===== src/rtl/aud_rx_pkg.sv =====
package aud_rx_pkg;

    typedef enum logic [1:0] {
        FR_RJ  = 2'd0,
        FR_LJ  = 2'd1,
        FR_I2S = 2'd2
    } framing_e;

    typedef enum logic [1:0] {
        ST_IDLE  = 2'd0,
        ST_ALIGN = 2'd1,
        ST_RUN   = 2'd2,
        ST_HOLD  = 2'd3
    } rx_state_e;

    typedef struct packed {
        framing_e   framing;
        logic [4:0] wlen;
        logic       reserved;
    } fmt_t;

    // Code bit 2 picks I2S, bits 1:0 the length or the justification.
    function automatic fmt_t decode_fmt(input logic [2:0] code);
        fmt_t f;
        f.framing  = FR_RJ;
        f.wlen     = 5'd16;
        f.reserved = 1'b0;
        case (code)
            3'b000: begin f.framing = FR_RJ;  f.wlen = 5'd16; end
            3'b001: begin f.framing = FR_RJ;  f.wlen = 5'd20; end
            3'b010: begin f.framing = FR_RJ;  f.wlen = 5'd24; end
            3'b011: begin f.framing = FR_LJ;  f.wlen = 5'd24; end
            3'b100: begin f.framing = FR_I2S; f.wlen = 5'd16; end
            3'b101: begin f.framing = FR_I2S; f.wlen = 5'd24; end
            default: f.reserved = 1'b1;
        endcase
        return f;
    endfunction

endpackage


===== src/rtl/aud_rx_sync.sv =====
module aud_rx_sync #(
    parameter int WIDTH  = 3,
    parameter int STAGES = 2
) (
    input  logic             clk,
    input  logic             rst_n,
    input  logic [WIDTH-1:0] async_i,
    output logic [WIDTH-1:0] sync_o
);

    logic [WIDTH-1:0] stage_q [STAGES];

    genvar g;
    generate
        for (g = 0; g < STAGES; g++) begin : g_stage
            if (g == 0) begin : g_first
                always_ff @(posedge clk or negedge rst_n) begin
                    if (!rst_n) stage_q[g] <= '0;
                    else        stage_q[g] <= async_i;
                end
            end else begin : g_next
                always_ff @(posedge clk or negedge rst_n) begin
                    if (!rst_n) stage_q[g] <= '0;
                    else        stage_q[g] <= stage_q[g-1];
                end
            end
        end
    endgenerate

    assign sync_o = stage_q[STAGES-1];

endmodule


===== src/rtl/aud_rx_ctrl.sv =====
module aud_rx_ctrl
    import aud_rx_pkg::*;
(
    input  logic       clk,
    input  logic       rst_n,
    input  logic       bit_evt,
    input  logic       lr_s,
    input  logic [2:0] code_i,
    input  logic       pol_i,
    input  logic       reserved,
    output logic       edge_evt,
    output logic       cap_en
);

    rx_state_e  state_q, state_d;
    logic       lr_prev_q;
    logic [3:0] cfg_q;
    logic       cfg_chg;

    assign cfg_chg = ({code_i, pol_i} != cfg_q);

    // Word clock level seen at the previous bit event, and the last configuration.
    always_ff @(posedge clk or negedge rst_n) begin
        if (!rst_n) begin
            lr_prev_q <= 1'b0;
            cfg_q     <= '0;
        end else begin
            cfg_q <= {code_i, pol_i};
            if (bit_evt) lr_prev_q <= lr_s;
        end
    end

    // State register.
    always_ff @(posedge clk or negedge rst_n) begin
        if (!rst_n) state_q <= ST_IDLE;
        else        state_q <= state_d;
    end

    // Next state.
    always_comb begin
        state_d = state_q;
        unique case (state_q)
            ST_IDLE: begin
                if (reserved)     state_d = ST_HOLD;
                else if (bit_evt) state_d = ST_ALIGN;
            end
            ST_ALIGN: begin
                if (reserved)      state_d = ST_HOLD;
                else if (edge_evt) state_d = ST_RUN;
            end
            ST_RUN: begin
                if (reserved)     state_d = ST_HOLD;
                else if (cfg_chg) state_d = ST_ALIGN;
            end
            ST_HOLD: begin
                if (!reserved) state_d = ST_ALIGN;
            end
        endcase
    end

    // Outputs.
    always_comb begin
        edge_evt = 1'b0;
        cap_en   = 1'b0;
        unique case (state_q)
            ST_IDLE:  edge_evt = 1'b0;
            ST_ALIGN: edge_evt = bit_evt && (lr_s != lr_prev_q);
            ST_RUN: begin
                edge_evt = bit_evt && (lr_s != lr_prev_q);
                cap_en   = !reserved && !cfg_chg;
            end
            ST_HOLD:  edge_evt = bit_evt && (lr_s != lr_prev_q);
        endcase
    end

endmodule


===== src/rtl/aud_rx_datapath.sv =====
module aud_rx_datapath
    import aud_rx_pkg::*;
#(
    parameter int OUT_W = 24,
    parameter int SR_W  = 32,
    parameter int CNT_W = 6
) (
    input  logic             clk,
    input  logic             rst_n,
    input  logic             bit_evt,
    input  logic             din_s,
    input  logic             lr_s,
    input  logic             edge_evt,
    input  logic             cap_en,
    input  framing_e         framing,
    input  logic [4:0]       wlen,
    input  logic             pol_i,
    output logic [OUT_W-1:0] left_o,
    output logic [OUT_W-1:0] right_o,
    output logic             valid_o
);

    logic [SR_W-1:0]         sr_q, sr_d;
    logic [CNT_W-1:0]        cnt_q, idx;
    logic [OUT_W-1:0]        src;
    logic                    hit, lvl, is_left;
    logic signed [OUT_W-1:0] aligned, ext;
    logic [OUT_W-1:0]        left_stage_q;
    logic                    got_left_q;
    int                      shift;

    // Shift register of incoming bits, and the index of the bit within its half-frame.
    always_comb begin
        sr_d = {sr_q[SR_W-2:0], din_s};
        if (edge_evt)           idx = '0;
        else if (cnt_q == '1)   idx = cnt_q;
        else                    idx = cnt_q + 1'b1;
    end

    always_ff @(posedge clk or negedge rst_n) begin
        if (!rst_n) begin
            sr_q  <= '0;
            cnt_q <= '1;
        end else if (bit_evt) begin
            sr_q  <= sr_d;
            cnt_q <= idx;
        end
    end

    // Decide when a word is complete, where it sits and which channel owns it.
    always_comb begin
        hit = 1'b0;
        src = sr_d[OUT_W-1:0];
        lvl = lr_s;
        unique case (framing)
            FR_RJ: begin
                hit = edge_evt;
                src = sr_q[OUT_W-1:0];
                lvl = ~lr_s;
            end
            FR_LJ: begin
                hit = (int'(idx) == int'(wlen) - 1);
            end
            FR_I2S: begin
                hit = (int'(idx) == int'(wlen));
            end
            default: hit = 1'b0;
        endcase
        hit     = hit && bit_evt && cap_en;
        is_left = (framing == FR_I2S) ? ~lvl : (lvl ^ pol_i);
    end

    // Sign extension from the selected word length.
    always_comb begin
        shift   = OUT_W - int'(wlen);
        aligned = signed'(src << shift);
        ext     = aligned >>> shift;
    end

    always_ff @(posedge clk or negedge rst_n) begin
        if (!rst_n) begin
            left_stage_q <= '0;
            got_left_q   <= 1'b0;
            left_o       <= '0;
            right_o      <= '0;
            valid_o      <= 1'b0;
        end else begin
            valid_o <= 1'b0;
            if (!cap_en) begin
                got_left_q <= 1'b0;
            end else if (hit) begin
                if (is_left) begin
                    left_stage_q <= ext;
                    got_left_q   <= 1'b1;
                end else if (got_left_q) begin
                    left_o     <= left_stage_q;
                    right_o    <= ext;
                    valid_o    <= 1'b1;
                    got_left_q <= 1'b0;
                end
            end
        end
    end

endmodule


===== src/rtl/aud_rx.sv =====
module aud_rx
    import aud_rx_pkg::*;
#(
    parameter int OUT_W       = 24,
    parameter int SYNC_STAGES = 2,
    parameter int MAX_HALF    = 32,
    localparam int CNT_W      = $clog2(MAX_HALF) + 1
) (
    input  logic             clk,
    input  logic             rst_n,
    input  logic             bck_i,
    input  logic             lrck_i,
    input  logic             din_i,
    input  logic [2:0]       fmt_code_i,
    input  logic             lr_pol_i,
    output logic [OUT_W-1:0] left_o,
    output logic [OUT_W-1:0] right_o,
    output logic             valid_o
);

    logic [2:0] pins_s;
    logic       bck_s, lr_s, din_s, bck_d_q, bit_evt;
    logic       edge_evt, cap_en;
    fmt_t       fmt;

    aud_rx_sync #(.WIDTH(3), .STAGES(SYNC_STAGES)) u_sync (
        .clk     (clk),
        .rst_n   (rst_n),
        .async_i ({bck_i, lrck_i, din_i}),
        .sync_o  (pins_s)
    );

    assign {bck_s, lr_s, din_s} = pins_s;

    always_ff @(posedge clk or negedge rst_n) begin
        if (!rst_n) bck_d_q <= 1'b0;
        else        bck_d_q <= bck_s;
    end

    assign bit_evt = bck_s && !bck_d_q;
    assign fmt     = decode_fmt(fmt_code_i);

    aud_rx_ctrl u_ctrl (
        .clk      (clk),
        .rst_n    (rst_n),
        .bit_evt  (bit_evt),
        .lr_s     (lr_s),
        .code_i   (fmt_code_i),
        .pol_i    (lr_pol_i),
        .reserved (fmt.reserved),
        .edge_evt (edge_evt),
        .cap_en   (cap_en)
    );

    aud_rx_datapath #(.OUT_W(OUT_W), .SR_W(MAX_HALF), .CNT_W(CNT_W)) u_dp (
        .clk      (clk),
        .rst_n    (rst_n),
        .bit_evt  (bit_evt),
        .din_s    (din_s),
        .lr_s     (lr_s),
        .edge_evt (edge_evt),
        .cap_en   (cap_en),
        .framing  (fmt.framing),
        .wlen     (fmt.wlen),
        .pol_i    (lr_pol_i),
        .left_o   (left_o),
        .right_o  (right_o),
        .valid_o  (valid_o)
    );

endmodule


===== config.mk =====
export PLATFORM = sky130hd
export DESIGN_NAME = aud_rx
export DESIGN_NICKNAME = d
export VERILOG_FILES = /design/src/rtl/aud_rx_pkg.sv /design/src/rtl/aud_rx_sync.sv /design/src/rtl/aud_rx_ctrl.sv /design/src/rtl/aud_rx_datapath.sv /design/src/rtl/aud_rx.sv
export SDC_FILE = /design/constraint.sdc
export NUM_CORES = 1
export LEC_CHECK = 0
export ABC_AREA = 0
export CORE_AREA = 2 2 107 109
export CTS_CLUSTER_DIAMETER = 60
export DETAILED_ROUTE_END_ITERATION = 12
export DIE_AREA = 0 0 109 111
export MAX_ROUTING_LAYER = met4
export PLACE_DENSITY_LB_ADDON = 0.2
export SYNTH_ARGS = -nofsm -noshare
export SYNTH_HDL_FRONTEND = slang
export SYNTH_SLANG_ARGS = --single-unit

===== constraint.sdc =====
create_clock -name clk -period 9 [get_ports clk]
set_input_delay 1.8 -clock clk [delete_from_list [all_inputs] [get_ports clk]]
set_output_delay 1.8 -clock clk [all_outputs]
set_load 0.005 [all_outputs]

# [Word-level counts from Yosys, hierarchy flattened]
# Index checks and enable logic that the tools add are counted.
# W data, S select, Z words.
[word_totals] register_bits=118 input_bits=9 output_inout_bits=49 word_cells=81
[op_classes] add_sub_neg=3 n_eq_ne=20 n_shift=2 n_mux=24 n_bitwise=4 n_reduce_logical=15
[op_table] operator="$pmux W7 S5" n=1
[op_table] operator="$eq A7 B32 Y1" n=1
[op_table] operator="$shl A24 B32 Y24" n=1
[op_table] operator="$sshr A24 B32 Y24" n=1
[op_table] operator="$mux W24" n=1
[op_table] operator="$mux W2" n=7
[op_table] operator="$mux W6" n=2
[op_table] operator="$mux W1" n=10
[op_table] operator="$ne A3 B2 Y1 const B" n=3
[op_table] operator="$pmux W2 S4" n=1
[op_table] operator="$reduce_and A4 Y1" n=2
[op_table] operator="$add A6 B1 Y6 const B" n=1
[op_table] operator="$eq A2 B2 Y1 const B" n=3
[op_table] operator="$eq A3 B2 Y1 const B" n=2
[op_table] operator="$eq A3 B3 Y1 const B" n=2
[op_table] operator="$eq A6 B6 Y1" n=1
[op_table] operator="$eq A6 B6 Y1 const B" n=1
[op_table] operator="$reduce_or A6 Y1" n=1
[op_table] operator="$sub A5 B1 Y6 const B" n=1
[op_table] operator="$sub A5 B5 Y6 const A" n=1
[op_table] operator="$logic_and A1 B1 Y1" n=5
[op_table] operator="$eq A2 B1 Y1 const B" n=2
[op_table] operator="$logic_not A2 Y1" n=2
[op_table] operator="$ne A2 B2 Y1 const B" n=2
[op_table] operator="11 further kinds" n=14

# [Longest topological paths before layout]
# Gate-level depths: netlist of the first run.
[depth] depth_word=11 mapped_depth=14

# [By module]
# From an unflattened synthesis of the first run, not the netlist that was laid out.
[hier_totals] hier_cells=870 area_unflattened_um2=8071.5
[by_module_without_submodules] module="aud_rx_datapath" instances=1 cells_per_inst=827 area_each_um2=7514.7
[by_module_without_submodules] module="aud_rx_ctrl" instances=1 cells_per_inst=24 area_each_um2=301.5
[by_module_without_submodules] module="aud_rx_sync" instances=1 cells_per_inst=9 area_each_um2=172.7
[by_module_without_submodules] module="aud_rx" instances=1 cells_per_inst=10 area_each_um2=82.6

# [Worst setup path after synthesis of the first run]
# Ideal clock, no wire load.
[synth_path] path_kind="input port to flip-flop" start="in fmt_code_i[1]" end="reg u_dp.right_o[19]" setup_time_ns=0.125 arrival_time_ns=4.156 required_ns=8.875 setup_slack_ns=4.720 path_stages=13 path_buffers=3 path_cell_list="buf_2 > nand2b_1 > inv_1 > ha_1 > clkbuf_1 > inv_1 > nor2_1 > o32ai_1 > xor2_1 > nand4_2 > a211oi_4 > buf_4 > mux2_2"
[synth_between] elab_chain_cells=8
[synth_lines] element="from (decl)" line="aud_rx.sv:14" text="input logic [2:0] fmt_code_i,"
[synth_lines] element="branches (longest 8 deep; another with $sub A5 B5 Y6)"
[synth_lines] element="to (signal assigned)" line="aud_rx_datapath.sv:97" text="right_o <= ext;"
[synth_lines] element="to (decl)" line="aud_rx_datapath.sv:19" text="output logic [OUT_W-1:0] right_o,"
# Several ways; the timed one is not identified.
# A chain may end at the register's enable or synchronous reset.

# [Final worst setup path of the first run]
[layout_path] start="in fmt_code_i[0]" end="reg u_dp.left_stage_q[23]"
[layout_between] elab_chain_cells=8
[layout_lines] element="branches (longest 8 deep; another with $sub A5 B5 Y6)"
[layout_lines] element="to (signal assigned)" line="aud_rx_datapath.sv:93" text="left_stage_q <= ext;"
[layout_lines] element="to (decl)" line="aud_rx_datapath.sv:28" text="logic [OUT_W-1:0] left_stage_q;"
# Several ways; the timed one is not identified.

==> results of run 1 <==
-- power breakdown --
part	internal (mW)	switching, mW
sequential	0.563	0.0313
combinational	0.0500	0.0698
clock	0.469	0.237
-- state kept, by name, summed over array words and instances (netlist names) --
register,flops
u_dp.left_o,24
u_dp.left_stage_q,24
u_dp.right_o,24
u_dp.sr_q,24
u_dp.cnt_q,6
u_ctrl.cfg_q,4
u_sync.stage_q,3
u_sync.sync_o,3
u_ctrl.state_q,2
bck_d_q,1
u_ctrl.lr_prev_q,1
u_dp.got_left_q,1
u_dp.valid_o,1
-- per-layer routing --
metal	vias to the layer above	global-route usage [%]	part of all wire, %
met5	-	-	0
met4	0	7.607	1.4
met3	17	6.173	3.9
met2	57	30.10	50
met1	1720	23.88	45
li1	1705	-	-
-- synth_stat cells, types with 3 or more instances --
master	number
a21oi_1	11
mux2i_1	9
buf_1	3
xor2_1	4
nand3_1	4
nand2_1	88
nand2b_1	7
xnor2_1	6
dfrtp_1	112
mux4_2	3
buf_6	3
dfstp_2	6
mux2_2	39
a2bb2oi_2	9
buf_2	3
o21ai_0	12
buf_4	3
a211oi_1	15
inv_1	9
a2bb2oi_1	27
nor2_1	12
ha_1	4
nor2b_1	18
clkbuf_1	14
-- metrics by stage --
stage	cells	power, mW
after floorplan	452	0.6854
final	662	1.420
after detailed placement	630	0.7249
after CTS	662	1.433
after global routing	662	1.482
after global placement	630	0.7216
-- cell type report --
cell class	instances	area (µm²)
Tap cell	143	178.9
Sequential cell	118	2960
Timing Repair Buffer	62	605.6
Multi-Input combinational cell	298	2175
Clock buffer	19	442.9
Clock inverter	13	178.9
Inverter	9	33.78
Fill cell	916	4502
-- worst min-delay path by stage --
stage | from | end
after global placement | u_sync.stage_q[4] | u_sync.sync_o[1]
final | u_sync.stage_q[4] | u_sync.sync_o[1]
after global routing | u_sync.stage_q[4] | u_sync.sync_o[1]
after detailed placement | u_sync.stage_q[5] | u_sync.sync_o[2]
after CTS | u_sync.stage_q[4] | u_sync.sync_o[1]
after floorplan | u_sync.stage_q[3] | u_sync.sync_o[0]
-- cell families after synthesis --
group | Yosys count | synth area share, %
DFF | 118 | 55.71
muxes | 51 | 11.23
and+or+nand+nor | 145 | 13.00
adders and majority gates | 4 | 0.9419
xor gates and xnor gates | 10 | 1.648
buffers and inverters | 36 | 3.555
AOI/OAI and AO/OA | 88 | 13.92
-- worst max-delay path, stage by stage --
cell             delay, ns
clkdlybuf4s50_1       0.56
nor2b_1               0.24
nand2_1               0.12
ha_1                  0.30
inv_1                 0.11
nor2_1                0.04
o32ai_1               0.31
xor2_1                0.21
nand4_2               0.26
a211oi_4              1.03
mux2_2                0.43
==> out/qor.yml, run 1 <==
period_needed_ns: 5.145
whs_path_depth: 0
async_reset_ff_share_pct: 100.0
setup_viol: 0
timing.hold.ws_ns: 0.3495
synth_edf_count: 0
ys_ff_latch: 118
die_area_mm2: 0.01210
worstPathArrival_ns: 5.43
dpl_worst_slack_ns: 3.416
drc: 0
fin_util_pct: 59.36
synth.distinct_cells: 46
ioPinCount: 58
dp_hpwl_mm: 6.468
path_class: "in2reg"
yosysSeqAreaShare_pct: 55.71
final_common_cell: "dfrtp_1"
hold_viol_final: 0
start_kind: "input pin"
diodes: 0
critPathLaunch: "fmt_code_i[0]"
worstMarginPinSlew_ns: 1.153
clk_path_buf_depth: 2
fin_crit_sh_pct: 57.16
start_util_pct: 47.97
track_usage_pct: 19.52
synthFlopType: "dfrtp_1"
powerDensity_mw_per_mm2: 215.9
crit_required_ns: 9.29
r2r-end: "u_dp.left_stage_q[23]"
cp-endpoint: "u_dp.left_stage_q[23]"
leakage_nw: 3.022
clk_latency_ns: 0.41
core_mm2: 0.01108
vias_per_cell: 5.285
finalSetupTns_ns: 0
worst_slack_ns: 3.855
yosysTopAreaCell: "dfrtp_1"
cts_sinks: 118
syn_nets: 465
maxSlewViolCount: 0
portBuffers: 57
cts_buffers: 17
drtIter0Drc: 148
grt_pass1_vias: 3688
fin_area_mm2: 0.006575
grt.overflow.total: 0
fmax_ghz: 0.1944
syn_area_mm2: 0.005314
cts-root-buf: "clkbuf_16"
hold_buffers: 0
wire_per_inst_um: 15.31
critPathMaxFanout: 25
rsz0062_at_grt: "no"
end_kind: "flop"
die_y_um: 111
drive_gt1_share_pct: 20.62
antenna_found_initial: 0
skew_ns: 0.006721
firstDrtPassIters: 4
r2r_cells: 8
cts_setup_buffers: 0
avgSynthCellArea_um2: 11.76
drv_cap: 0
ys.warnings.count: 0
cts_resized: 0
r2r_start: "u_dp.cnt_q[0]"
dpl-instance-area_mm2: 0.005953
hp-class: "reg2reg"
area_growth_pct: 23.73
synth_area_leaders: "dfrtp_1 53%, mux2_2 8.3%, nand2_1 6.2%"
num_vias: 3499
die_w_um: 109
ant_nets: 0
num_rows: 39
cts_max_level: 4
outcome: "finished clean"
gp_congestion: 0.7855
reg2reg_slack_ns: 5.37
yosysTopAreaCellShare_pct: 52.74
grt_first_pass_wirelength_mm: 17.64
slew_headroom_pct: 22.88
fin_nets: 519
syn-instance-count: 452
grt_start_max_net_pins: 67
irDropWorstVdd_mv: 0.1013
clk_pin_slew_ns: 0.05
wl_mm: 10.14
cts_tree: "yes"
final_cell_mix: "112 x dfrtp_1, 88 x nand2_1, 56 x clkdlybuf4s50_1, 39 x mux2_2, 27 x a2bb2oi_1"
No activity file was read; power rests on OpenSTA's default activity.
==> run 2, diff against run 1 <==
Clock period 9 ns to 4.2 ns, I/O delays scaled along.
==> run 2 against run 1 <==
Non-clock buffer count grew 9. Wire length is 2.3% higher. Critical path depth is 1 higher. Die area did not move. Clock skew grew 0.0015 ns. Combinational power grew 120%.
==> out/qor.yml, run 2 (synthesis gave the netlist of run 1 again) <==
outcome: "finished clean"  # unchanged
vias_per_cell: 5.424  # was 5.285
portBuffers: 57  # unchanged
fin_area_mm2: 0.006600  # was 0.006575 mm²
ioPinCount: 58  # unchanged
rsz0062_at_grt: "no"  # unchanged
clk_path_buf_depth: 2  # unchanged
powerDensity_mw_per_mm2: 442.1  # was 215.9 mW/mm²
multiInputGateArea_mm2: 0.002175  # unchanged
r2r-end: "u_dp.left_o[10]"  # was u_dp.left_stage_q[23]
maxSlewViolCount: 0  # unchanged
num_vias: 3634  # was 3499
worstPathArrival_ns: 3.90  # was 5.43 ns
dpl_worst_slack_ns: 0.1625  # was 3.416 ns
worst_slack_ns: 0.5833  # was 3.855 ns
cts_setup_buffers: 0  # unchanged
cts_resized: 0  # unchanged
final_cell_mix: "112 x dfrtp_1, 88 x nand2_1, 56 x clkdlybuf4s50_1, 39 x mux2_2, 27 x a2bb2oi_1"  # unchanged
finalSetupTns_ns: 0  # unchanged
fin_nets: 528  # was 519
fin_crit_sh_pct: 86.11
dp_hpwl_mm: 6.577  # was 6.468 mm
grt.overflow.total: 0  # unchanged
clk_latency_ns: 0.41  # about the same
critPathMaxFanout: 49  # was 25
diodes: 0  # unchanged
area_growth_pct: 24.21  # was 23.73%
setup_viol: 0  # unchanged
r2r_cells: 9  # was 8
drv_cap: 0  # unchanged
end_kind: "flop"  # unchanged
dpl-instance-area_mm2: 0.006033  # was 0.005953 mm²
wire_per_inst_um: 15.48  # was 15.31 µm
die_area_mm2: 0.01210  # unchanged
wl_mm: 10.37  # was 10.14 mm
start_kind: "input pin"  # unchanged
cts-root-buf: "clkbuf_16"  # unchanged
firstDrtPassIters: 4  # unchanged
grt_start_max_net_pins: 67  # unchanged
hold_buffers: 0  # unchanged
ant_nets: 0  # unchanged
path_class: "in2reg"  # unchanged
slew_headroom_pct: 23.51  # was 22.88%
drtIter0Drc: 141  # was 148
irDropWorstVdd_mv: 0.2497  # was 0.1013 mV
grt_pass1_vias: 3615  # was 3688
num-fill-cells: 921  # was 916
crit_required_ns: 4.49  # was 9.29 ns
cts_tree: "yes"  # unchanged
drc: 0  # unchanged
crit_slowest_cell: "clkdlybuf4s50_1"  # was a211oi_4
min_to: "u_sync.sync_o[1]"  # unchanged
fmax_ghz: 0.2765
grt_first_pass_wirelength_mm: 17.71  # was 17.64 mm
reg2reg_slack_ns: 0.99  # was 5.37 ns
gp_congestion: 0.8001  # was 0.7855
regArea_mm2: 0.002960  # unchanged
skew_ns: 0.008206  # was 0.006721 ns
die_w_um: 109  # unchanged
worstMarginPinSlew_ns: 1.147  # was 1.153 ns
clk_pin_slew_ns: 0.05  # about the same
crit_chain: "clkdlybuf4s50_1, nor2b_1, nand2_1, ha_1, inv_1, nor2_1, o32ai_1, xor2_1, nand4_2, a211oi_4, buf_12, mux2_2"  # was clkdlybuf4s50_1, nor2b_1, nand2_1, ha_1, inv_1, nor2_1, o32ai_1, xor2_1, nand4_2, a211oi_4, mux2_2
core_mm2: 0.01108  # unchanged
num_rows: 39  # unchanged
track_usage_pct: 19.38  # was 19.52%
r2r_start: "u_dp.cnt_q[0]"  # unchanged
drive_gt1_share_pct: 21.44  # was 20.62%
min-delay-start: "u_sync.stage_q[4]"  # unchanged
cts_max_level: 4  # unchanged
leakage_nw: 3.048  # was 3.022 nW
period_needed_ns: 3.617
cts_sinks: 118  # unchanged
cts_buffers: 17  # unchanged
hp-class: "reg2reg"  # unchanged
whs_path_depth: 0  # unchanged
start_util_pct: 47.97  # unchanged
antenna_found_initial: 0  # unchanged
final_common_cell: "dfrtp_1"  # unchanged
slowest_delay_ns: 0.46  # was 1.03 ns
die_y_um: 111  # unchanged
hold_viol_final: 0  # unchanged
run 2: cell types whose count changed in the layout (fill, tap and decap cells not counted), sizes merged:
| cell | previous run | this run |
|---|---|---|
| buf | 6 | 15 |
| bufinv | 4 | 2 |
| clkbuf | 19 | 22 |
| clkinvlp | 4 | 3 |
| inv | 10 | 9 |
run 2: cell type report:
type	count	area share, %
Sequential cell	118	44.85
Multi-Input combinational cell	298	32.95
Timing Repair Buffer	71	10.39
Clock buffer	22	7.033
Tap cell	143	2.711
Clock inverter	9	1.554
Inverter	9	0.5118
run 2: worst max-delay path by stage:
stage	from	to	slack, ns
finish	fmt_code_i[0]	u_dp.left_o[10]	0.58
CTS	fmt_code_i[0]	u_dp.left_o[10]	0.58
floorplan	fmt_code_i[1]	u_dp.right_o[19]	0.88
global placement	fmt_code_i[0]	u_dp.right_o[23]	0.26
global route	fmt_code_i[0]	u_dp.right_o[21]	0.35
detailed placement	fmt_code_i[0]	u_dp.left_o[10]	0.16
run 2: per-stage QoR:
step	power [mW]	hold WS, ns	cells	util (%)
2_1_floorplan	1.469	0.3312	452	-
3_3_place_gp	1.550	0.3358	639	54.47
3_5_place_dp	1.558	0.3358	639	54.47
4_1_cts	2.945	0.3475	670	59.58
5_1_grt	3.041	0.3478	670	59.58
6_report	2.918	0.3420	670	59.58
run 2: metal layers:
metal | GRT usage [%] | up-vias | part of all wire, %
met1 | 24.64 | 1842 | 44
met5 | - | - | 0
met4 | 7.009 | 0 | 1.3
li1 | - | 1710 | -
met3 | 4.409 | 16 | 3.3
met2 | 30.35 | 66 | 51
run 2: critical path, delay by kind of cell:
family                   cells  cell delay [ns]
buffers and inverters        3             0.86
multiplexers                 1             0.37
adder cells (fa/ha/maj)      1             0.28
AND/OR/NAND/NOR              4             0.67
XOR/XNOR                     1             0.20
AO/OA/AOI/OAI                2             0.64
run 2: report_power, final:
| group | internal (mW) | total (mW) | switching, mW |
|---|---|---|---|
| Clock | 0.895 | 1.38 | 0.486 |
| Combinational | 0.110 | 0.262 | 0.152 |
| Sequential | 1.21 | 1.28 | 0.0681 |
